File: config.mk
export PLATFORM = sky130hd
export DESIGN_NAME = sysbus_master
export DESIGN_NICKNAME = d
export VERILOG_FILES = /design/src/rtl/sysbus_pkg.sv /design/src/rtl/sb_sequencer.sv /design/src/rtl/sb_strobe_drv.sv /design/src/rtl/sb_read_capture.sv /design/src/rtl/sysbus_master.sv
export SDC_FILE = /design/constraint.sdc
export NUM_CORES = 1
export LEC_CHECK = 0
export ABC_AREA = 0
export BUFFER_PORTS_ARGS = -buffer_cell sky130_fd_sc_hd__buf_4
export CAP_MARGIN = 20
export CORE_MARGIN = 1
export CORE_UTILIZATION = 35
export DETAILED_ROUTE_END_ITERATION = 8
export GPL_TIMING_DRIVEN = 0
export PLACE_DENSITY_LB_ADDON = 0.2
export SYNTH_ARGS = -nofsm -noshare
export SYNTH_HDL_FRONTEND = slang
export SYNTH_HIERARCHICAL = 1
export SYNTH_SLANG_ARGS = --single-unit
File: constraint.sdc
create_clock -name clk -period 1.75 [get_ports clk]
set_input_delay 0.0875 -clock clk [delete_from_list [all_inputs] [get_ports clk]]
set_output_delay 0.0875 -clock clk [all_outputs]
set_load 0.01 [all_outputs]
File: src/rtl/sysbus_pkg.sv
// Package: types shared by the bus master and its sub-blocks.
package sysbus_pkg;
    // Transfer phase: idle, address-only setup cycle, strobe cycle.
    typedef enum logic [1:0] {
        PH_IDLE  = 2'd0,
        PH_SETUP = 2'd1,
        PH_STRB  = 2'd2
    } phase_t;
endpackage

File: src/rtl/sb_sequencer.sv
// Module: sb_sequencer
// Holds one accepted request and steps it through setup and strobe
// cycles. Assumes requests are only taken while idle; later requests
// are ignored until the transfer ends.
module sb_sequencer
    import sysbus_pkg::*;
#(
    parameter int ADDR_W = 16,
    parameter int DATA_W = 8
) (
    input  logic              clk,
    input  logic              rst_n,
    input  logic              req_valid,
    input  logic [ADDR_W-1:0] req_addr,
    input  logic [DATA_W-1:0] req_wdata,
    input  logic              req_write,
    input  logic              req_io,
    output phase_t            phase,
    output logic [ADDR_W-1:0] addr_o,
    output logic [DATA_W-1:0] wdata_o,
    output logic              oe_o,
    output logic              io_o,
    output logic              rd_act,
    output logic              wr_act,
    output logic              cap_en,
    output logic              done_o
);
    logic [ADDR_W-1:0] lat_addr;
    logic [DATA_W-1:0] lat_wdata;
    logic              lat_write;
    logic              lat_io;
    logic              accept;

    assign accept = (phase == PH_IDLE) && req_valid;

    // Phase register: idle -> setup -> strobe -> idle.
    always_ff @(posedge clk) begin
        if (!rst_n) begin
            phase <= PH_IDLE;
        end else begin
            unique case (phase)
                PH_IDLE:  phase <= accept ? PH_SETUP : PH_IDLE;
                PH_SETUP: phase <= PH_STRB;
                default:  phase <= PH_IDLE;
            endcase
        end
    end

    // Request latch: captured only on acceptance.
    always_ff @(posedge clk) begin
        if (!rst_n) begin
            lat_addr  <= '0;
            lat_wdata <= '0;
            lat_write <= 1'b0;
            lat_io    <= 1'b0;
        end else if (accept) begin
            lat_addr  <= req_addr;
            lat_wdata <= req_wdata;
            lat_write <= req_write;
            lat_io    <= req_io;
        end
    end

    // Completion pulse: follows the strobe cycle by one clock.
    always_ff @(posedge clk) begin
        if (!rst_n) done_o <= 1'b0;
        else        done_o <= (phase == PH_STRB);
    end

    // Bus-side outputs: zero when idle, latched request otherwise.
    always_comb begin
        addr_o  = (phase != PH_IDLE) ? lat_addr : '0;
        io_o    = (phase != PH_IDLE) && lat_io;
        oe_o    = (phase != PH_IDLE) && lat_write;
        wdata_o = oe_o ? lat_wdata : '0;
        rd_act  = (phase == PH_STRB) && !lat_write;
        wr_act  = (phase == PH_STRB) && lat_write;
        cap_en  = rd_act;
    end

    // address held from setup into strobe cycle.
    assert_addr_hold_R8: assert property (@(posedge clk) disable iff (!rst_n)
        (phase == PH_SETUP) |=> $stable(addr_o));
    // done is a single-cycle pulse.
    assert_done_single_R5: assert property (@(posedge clk) disable iff (!rst_n)
        done_o |=> !done_o);
    // select is low when idle.
    assert_io_idle_R7: assert property (@(posedge clk) disable iff (!rst_n)
        (phase == PH_IDLE) |-> !io_o);
endmodule

File: src/rtl/sb_strobe_drv.sv
// Module: sb_strobe_drv
// Maps internal strobe activity onto pin levels. ACTIVE_HIGH picks
// the polarity for both strobes at elaboration.
module sb_strobe_drv #(
    parameter bit ACTIVE_HIGH = 1'b1
) (
    input  logic clk,
    input  logic rst_n,
    input  logic rd_act,
    input  logic wr_act,
    output logic rd_pin,
    output logic wr_pin
);
    generate
        if (ACTIVE_HIGH) begin : g_high
            // Pass activity straight to the pins.
            always_comb begin
                rd_pin = rd_act;
                wr_pin = wr_act;
            end
        end else begin : g_low
            // Invert activity for active-low pins.
            always_comb begin
                rd_pin = ~rd_act;
                wr_pin = ~wr_act;
            end
        end
    endgenerate

    // never both strobes at once.
    assert_strobe_excl_R10: assert property (@(posedge clk) disable iff (!rst_n)
        !(rd_act && wr_act));
endmodule

File: src/rtl/sb_read_capture.sv
// Module: sb_read_capture
// Register for read data. Samples the incoming bus at the end of a
// read strobe cycle and holds it otherwise.
module sb_read_capture #(
    parameter int DATA_W = 8
) (
    input  logic              clk,
    input  logic              rst_n,
    input  logic              cap_en,
    input  logic [DATA_W-1:0] din,
    output logic [DATA_W-1:0] rdata
);
    // Capture register: loads only on cap_en.
    always_ff @(posedge clk) begin
        if (!rst_n)      rdata <= '0;
        else if (cap_en) rdata <= din;
    end

    // held when no capture is requested.
    assert_rdata_hold_R4: assert property (@(posedge clk) disable iff (!rst_n)
        !cap_en |=> $stable(rdata));
endmodule

File: src/rtl/sysbus_master.sv
// Module: sysbus_master
// Two-clock single-transfer system bus master with isolated I/O select
// and parameter-chosen strobe polarity. Assumes zero-wait-state targets.
module sysbus_master
    import sysbus_pkg::*;
#(
    parameter int ADDR_W      = 16,
    parameter int DATA_W      = 8,
    parameter bit STROBE_HIGH = 1'b1
) (
    input  logic              clk,
    input  logic              rst_n,
    input  logic              req_valid,
    input  logic [ADDR_W-1:0] req_addr,
    input  logic [DATA_W-1:0] req_wdata,
    input  logic              req_write,
    input  logic              req_io,
    output logic              busy,
    output logic              done,
    output logic [DATA_W-1:0] rdata,
    output logic [ADDR_W-1:0] bus_addr,
    output logic [DATA_W-1:0] bus_dout,
    output logic              bus_dout_en,
    input  logic [DATA_W-1:0] bus_din,
    output logic              bus_rd,
    output logic              bus_wr,
    output logic              bus_io
);
    phase_t phase;
    logic   rd_act;
    logic   wr_act;
    logic   cap_en;

    sb_sequencer #(.ADDR_W(ADDR_W), .DATA_W(DATA_W)) u_seq (
        .clk      (clk),
        .rst_n    (rst_n),
        .req_valid(req_valid),
        .req_addr (req_addr),
        .req_wdata(req_wdata),
        .req_write(req_write),
        .req_io   (req_io),
        .phase    (phase),
        .addr_o   (bus_addr),
        .wdata_o  (bus_dout),
        .oe_o     (bus_dout_en),
        .io_o     (bus_io),
        .rd_act   (rd_act),
        .wr_act   (wr_act),
        .cap_en   (cap_en),
        .done_o   (done)
    );

    sb_strobe_drv #(.ACTIVE_HIGH(STROBE_HIGH)) u_strb (
        .clk   (clk),
        .rst_n (rst_n),
        .rd_act(rd_act),
        .wr_act(wr_act),
        .rd_pin(bus_rd),
        .wr_pin(bus_wr)
    );

    sb_read_capture #(.DATA_W(DATA_W)) u_cap (
        .clk   (clk),
        .rst_n (rst_n),
        .cap_en(cap_en),
        .din   (bus_din),
        .rdata (rdata)
    );

    // Busy flag seen by the core.
    assign busy = (phase != PH_IDLE);

    // output enable only inside a transfer.
    assert_oe_busy_R6: assert property (@(posedge clk) disable iff (!rst_n)
        bus_dout_en |-> busy);
    // a strobe is never active on the first cycle of a transfer.
    assert_strobe_lag_R2: assert property (@(posedge clk) disable iff (!rst_n)
        $rose(busy) |-> !(rd_act || wr_act));
    // address released once done shows.
    assert_addr_release_R5: assert property (@(posedge clk) disable iff (!rst_n)
        done |-> (bus_addr == '0 || busy));
endmodule

==> results of run 1 <==
## repair_timing
item                                   CTS  global route
setup endpoints to repair                0             1
gates resized for setup                  0             1
endpoints found under the hold margin    0             0
## sequential cells by signal, summed over array words and instances (netlist names)
name	count
u_seq/lat_addr	16
u_cap/rdata	8
u_seq/lat_wdata	8
u_seq/phase	2
u_seq/done_o	1
u_seq/lat_io	1
u_seq/lat_write	1
## cell usage after synthesis
cell / n
nor2b_1: 8
nor3b_1: 1
clkbuf_1: 4
or2_1: 2
nor3b_2: 1
nand2_1: 52
dfxtp_1: 37
and4bb_2: 1
and2_1: 18
buf_6: 5
and3_1: 8
buf_4: 3
and3b_1: 3
buf_12: 2
mux2i_1: 34
buf_2: 3
## metrics by stage
step           cell area [µm²]  power (mW)
6_report                  2455       1.870
5_1_grt                   2455       1.961
4_1_cts                   2450       1.897
3_5_place_dp              2349       1.248
3_3_place_gp              2349       1.244
2_1_floorplan             1709       1.113
## where the power goes
part           internal (mW)  switching [mW]
clock                  0.356           0.290
combinational          0.177           0.132
sequential             0.892          0.0239
## area by class of cell
type,count,area (µm²)
fillers,481,2268
clock inverters,1,5.005
clock buffers,7,96.34
plain buffers,17,148.9
well taps,67,83.83
multi-input cells,128,824.5
repair buffers,74,555.5
flip-flops and latches,37,740.7
## cells by family (layout without fill, tap and decap cells)
family	count (synthesis)	count (layout)	synth area share
AND/OR/NAND/NOR	94	94	0.2804
flip-flops	37	37	0.4334
buffers and inverters	17	99	0.08711
multiplexers	34	34	0.1991
## worst max path at each step
stage | from | endpoint | cells after the start
after global routing | u_seq/lat_write | bus_rd | 5
final | u_seq/phase[0] | bus_dout[6] | 5
after global placement | u_seq/lat_write | u_cap/rdata[3] | 5
after floorplan | u_seq/lat_write | u_cap/rdata[0] | 5
after detailed placement | u_seq/lat_write | u_cap/rdata[3] | 5
after CTS | u_seq/lat_write | bus_rd | 5
## placed cells by master (no fill, tap or decap)
cell type  instances
buf_4             77
nand2_1           52
dfxtp_1           37
mux2i_1           34
and2_1            18
nor2b_1            8
and3_1             8
clkbuf_8           7
buf_6              5
clkbuf_1           4
and3b_1            3
buf_2              3
or2_1              2
nor3b_2            2
buf_12             2
clkinv_2           1
and4bb_2           1
## routing by layer
metal  vias up  GRT usage  share of wire
met5         -          0              0
met4         0    0.05882          0.011
met3         4    0.03797          0.054
met2        42     0.2233           0.46
met1       648     0.2037           0.48
li1        744          -              -
## critical path: stages (launching register included)
cell and delay [ns]:
dfxtp_1 0.37, or2_1 0.26, buf_6 0.14, buf_6 0.13, and3_1 0.17, buf_4 0.14
==> impl_metrics.csv, run 1 <==
group,metric,value,unit
sta,slew_headroom,0.6956,
critical_path,cp.arrival,1.49,ns
worst_hold_path,source_of_the_worst_hold_timing_path,"req_addr[9]",
routing,detailed_route_iter0_violations,82,
routing,wl,3712,µm
cts,hold_buffers,0,
cts,h-tree-depth,2,
grt,globalRouteOverflowTotal,0,
place,final_gp_congestion,0.6906,
die,boundaryPins,75,
sta,final-setup-viol-count,0,
sta,postLayoutSetupSlackWorst,0.1688,ns
cts,cts-buffers-inserted,5,
synth,ys.warnings.count,6,
critical_path,cp-end-kind,"output pin",
critical_path,setup.reg_to_reg.worst_slack,0.38,ns
synth,synthDistinctLibCells,16,
cts,cts_root_buf,"clkbuf_8",
sta,report.final.slew_viol_count,0,
grt,grt_max_degree,12,
cts,num_clock_sinks,37,
critical_path,reg2regPathDepth,5,
synth,synth_cells,182,
cts,worst_skew_pair.late_latency,0.28,ns
critical_path,cp_max_fo,10,
synth,synth_nets,219,
critical_path,critical_path_required,1.66,ns
routing,firstDrtPassIters,6,
routing,routed-via-count,1438,
worst_hold_path,timing.hold.worst_path_depth,3,
pwr,ir_drop,0.3362,mV
grt,grt_antenna_before_repair,0,
critical_path,worstSetupStartpointType,"flop",
sta,finalHoldViolations,0,
grt,grt_first_pass_wirelength,5982,µm
worst_hold_path,hold_path_class,"input pin to flop",
cts,cts_tree,"built",
die,design.die.area,5167,µm²
die,floorplan.die.height,71.88,µm
final_layout,final_core_utilization,0.5197,
final_layout,nets,300,
sta,fin_setup_tns,0,ns
routing,drcViolationCount,0,
sta,layout_worst_path_cycle_share,0.9036,
synth,syn-cell-area,1709,µm²
die,core.rowCount,25,
synth,synth_top_area_cell,"dfxtp_1",
cts,ctsLongestPathBuffers,2,
die,start_util,0.3619,
worst_hold_path,hold_end,"u_seq/lat_addr[9]",
place,placement_setup_slack,0.2555,ns
routing,detail_route.wl_per_cell,11.21,µm
sta,holdWs,0.04822,ns
critical_path,critical_path_class,"flop to output pin",
routing,ant_nets,0,
sta,max_slew.worst_pin.slew,0.4566,ns
synth,post_syn_area_per_cell,9.391,µm²
flow_run,maxCapViolations,0,
pwr,p_leak,1.192,nW
place,placed_cells,323,
place,hpwl,2758,µm
sta,grt_setup_unrepaired,"false",
final_layout,layout.cells.non_filler,331,
critical_path,rr_endpoint,"u_cap/rdata[5]",
routing,vias_per_cell,4.344,
grt,grt_pass1_vias,1290,
synth,synth.ff_latch_count,37,
final_layout,num_antenna_cells,0,
place,place.port_buffers,74,
cts,cts.repair_timing.setup_buffer_count,0,
sta,period_minus_slack,1.581,ns
critical_path,worst_r2r_startpoint,"u_seq/lat_write",
synth,synth_seq_area_share,0.4334,
cts,cts.clk_slew.worst_paths,0.08,ns
outcome,status,"finished, final reports clean",
grt,groute.usage.overall,0.1485,
final_layout,post_route_cells_drive_above_1_share,0.3712,
final_layout,area_growth_syn_to_layout,43.63,%
sta,clock-skew-final,0.004842,ns
synth,synth_largest_type_area_fraction,0.4334,
die,fp.dieW,71.88,µm
sta,fmaxAchievable,632.4,MHz
die,coreArea,4723,µm²
pwr,power.density_cell_area,761.8,nW/µm²
synth,post_synth_main_area_contributors,"dfxtp_1, mux2i_1, nand2_1",
Note: power is estimated with default switching activity, not from simulation.
==> run 2: changes to the inputs <==
--- a/config.mk
+++ b/config.mk
@@ -9,7 +9,7 @@
 export BUFFER_PORTS_ARGS = -buffer_cell sky130_fd_sc_hd__buf_4
 export CAP_MARGIN = 20
 export CORE_MARGIN = 1
-export CORE_UTILIZATION = 35
+export CORE_UTILIZATION = 47
 export DETAILED_ROUTE_END_ITERATION = 8
 export GPL_TIMING_DRIVEN = 0
 export PLACE_DENSITY_LB_ADDON = 0.2
==> impl_metrics.csv, run 2 (synthesis results as in run 1) <==
group,metric,value,unit
grt,grt_max_degree,12,
routing,detail_route.wl_per_cell,12.72,µm
sta,report.final.slew_viol_count,0,
cts,cts.clk_slew.worst_paths,0.11,ns
routing,routed-via-count,1609,
cts,cts_root_buf,"clkbuf_4",
cts,cts-buffers-inserted,5,
critical_path,cpMostUsedCell,"buf_6",
critical_path,path_delay_family,"simple AND/OR/NAND/NOR gates",
sta,fin_setup_tns,0,ns
final_layout,n_fill_cell,240,
final_layout,largest_register_ff_count,16,
sta,final-setup-viol-count,0,
critical_path,cp-end-kind,"output pin",
pwr,power.density_cell_area,660.1,nW/µm²
critical_path,critical_path_class,"flop to output pin",
final_layout,area_growth_syn_to_layout,59.66,%
critical_path,timing.critical_path.slowest_cell_delay,0.39,ns
sta,clock-skew-final,0.003938,ns
cts,cts.repair_timing.setup_buffer_count,0,
sta,layout_worst_path_cycle_share,0.9555,
die,floorplan.die.height,62.31,µm
die,start_util,0.5004,
final_layout,post_route_cells_drive_above_1_share,0.3333,
die,core.rowCount,21,
critical_path,cp.arrival,1.58,ns
outcome,status,"finished, final reports clean",
grt,globalRouteOverflowTotal,0,
pwr,ir_drop,0.5244,mV
critical_path,critical_path_required,1.66,ns
routing,vias_per_cell,4.691,
sta,grt_setup_unrepaired,"false",
sta,postLayoutSetupSlackWorst,0.07796,ns
die,coreArea,3416,µm²
critical_path,worstSetupStartpointType,"flop",
die,boundaryPins,75,
routing,firstDrtPassIters,4,
sta,max_slew.worst_pin.slew,0.4586,ns
cts,worst_skew_pair.late_latency,0.34,ns
final_layout,mostFrequentLayoutCells,"buf_4, nand2_1, dfxtp_1, mux2i_1, dlygate4sd3_1",
grt,grt_first_pass_wirelength,7362,µm
routing,detailed_route_iter0_violations,69,
cts,ctsLongestPathBuffers,2,
grt,grt_pass1_vias,1638,
final_layout,reg.largest.list,"u_seq/lat_addr (16), u_cap/rdata (8), u_seq/lat_wdata (8)",
final_layout,num_antenna_cells,0,
sta,period_minus_slack,1.672,ns
final_layout,max_flop_register,"u_seq/lat_addr",
sta,holdWs,0.01549,ns
cts,cts_tree,"built",
critical_path,critical_path.cell_chain,"or2_1 > buf_6 > buf_6 > and3_1 > buf_4",
cts,num_clock_sinks,37,
critical_path,cp_max_fo,10,
final_layout,final_common_cell,"buf_4",
die,design.die.area,3882,µm²
place,final_gp_congestion,0.7480,
grt,grt_antenna_before_repair,0,
place,place.port_buffers,74,
pwr,p_leak,1.320,nW
routing,ant_nets,0,
sta,slew_headroom,0.6942,
place,hpwl,2669,µm
routing,drcViolationCount,0,
final_layout,final_area,2729,µm²
final_layout,nets,333,
die,fp.dieW,62.31,µm
cts,h-tree-depth,2,
place,placement_setup_slack,0.2898,ns
grt,groute.usage.overall,0.2444,
final_layout,final-seq-area,740.7,µm²
sta,finalHoldViolations,0,
place,placed_cell_area,2322,µm²
final_layout,multi_input_comb_area,824.5,µm²
worst_hold_path,hold_path_class,"input pin to flop",
flow_run,maxCapViolations,0,
critical_path,critical_path_buf_inv_count,3,
sta,fmaxAchievable,598.1,MHz
routing,wl,4363,µm
critical_path,slowest_stage,"dfxtp_1",
run 2: cell count changes in the layout (fill, tap and decap cells not counted):
cell | previous run | this run
clkbuf_4 | 0 | 5
clkbuf_2 | 0 | 1
clkbuf_8 | 7 | 2
dlygate4sd3_1 | 0 | 33
clkbuf_1 | 4 | 3
run 2: through the flow:
step / utilization / power (mW) / instances
after floorplan: - / 1.113 / 182
after global placement: 0.6799 / 1.238 / 302
after detailed placement: 0.6799 / 1.245 / 302
after CTS: 0.7971 / 1.809 / 343
after global routing: 0.7989 / 1.897 / 343
final: 0.7989 / 1.801 / 343
run 2: report_power, final:
| group | internal (mW) | switching (mW) |
|---|---|---|
| Combinational | 0.225 | 0.150 |
| Sequential | 0.892 | 0.0249 |
| Clock | 0.233 | 0.277 |
| Total | 1.35 | 0.452 |
run 2: layout make-up:
type                       count  area share
buffer                        17     0.05502
clock buffer                   7     0.02384
clock inverter                 1    0.001834
multi-input combinational    128      0.3022
sequential                    37      0.2714
tap                           46     0.02109
timing repair buffer         107      0.3246
run 2: timing repair:
item                                    4_1_cts  5_1_grt
gates resized for setup                       0        3
endpoints found under the setup margin        0        1
hold buffers                                 33        0
endpoints found under the hold margin        32        0
run 2: metal layers:
layer	vias to the layer above	routed length, µm	share of wire	GRT usage
li1	814	-	-	-
met3	11	198	0.045	0.05331
met1	734	1859	0.43	0.2750
met2	50	2186	0.50	0.4299
met5	-	0	0	0
met4	0	119	0.027	0.1279
run 2: worst paths after layout:
path                                           end  depth (start not counted)          startpoint  slack [ns]
worst max-delay path                   bus_dout[5]                          5      u_seq/phase[0]        0.08
worst min register to register  u_seq/lat_addr[15]                          2  u_seq/lat_addr[15]        0.46
worst min-delay path            u_seq/lat_addr[12]                          3        req_addr[12]        0.02
worst max register to register      u_cap/rdata[6]                          5     u_seq/lat_write        0.37
run 2: worst register-to-register path: cells and delay by family (launching register included):
kind          cells  cell delay, ns
buf+inv           2            0.38
mux               1            0.23
flops             1            0.33
simple gates      2            0.34
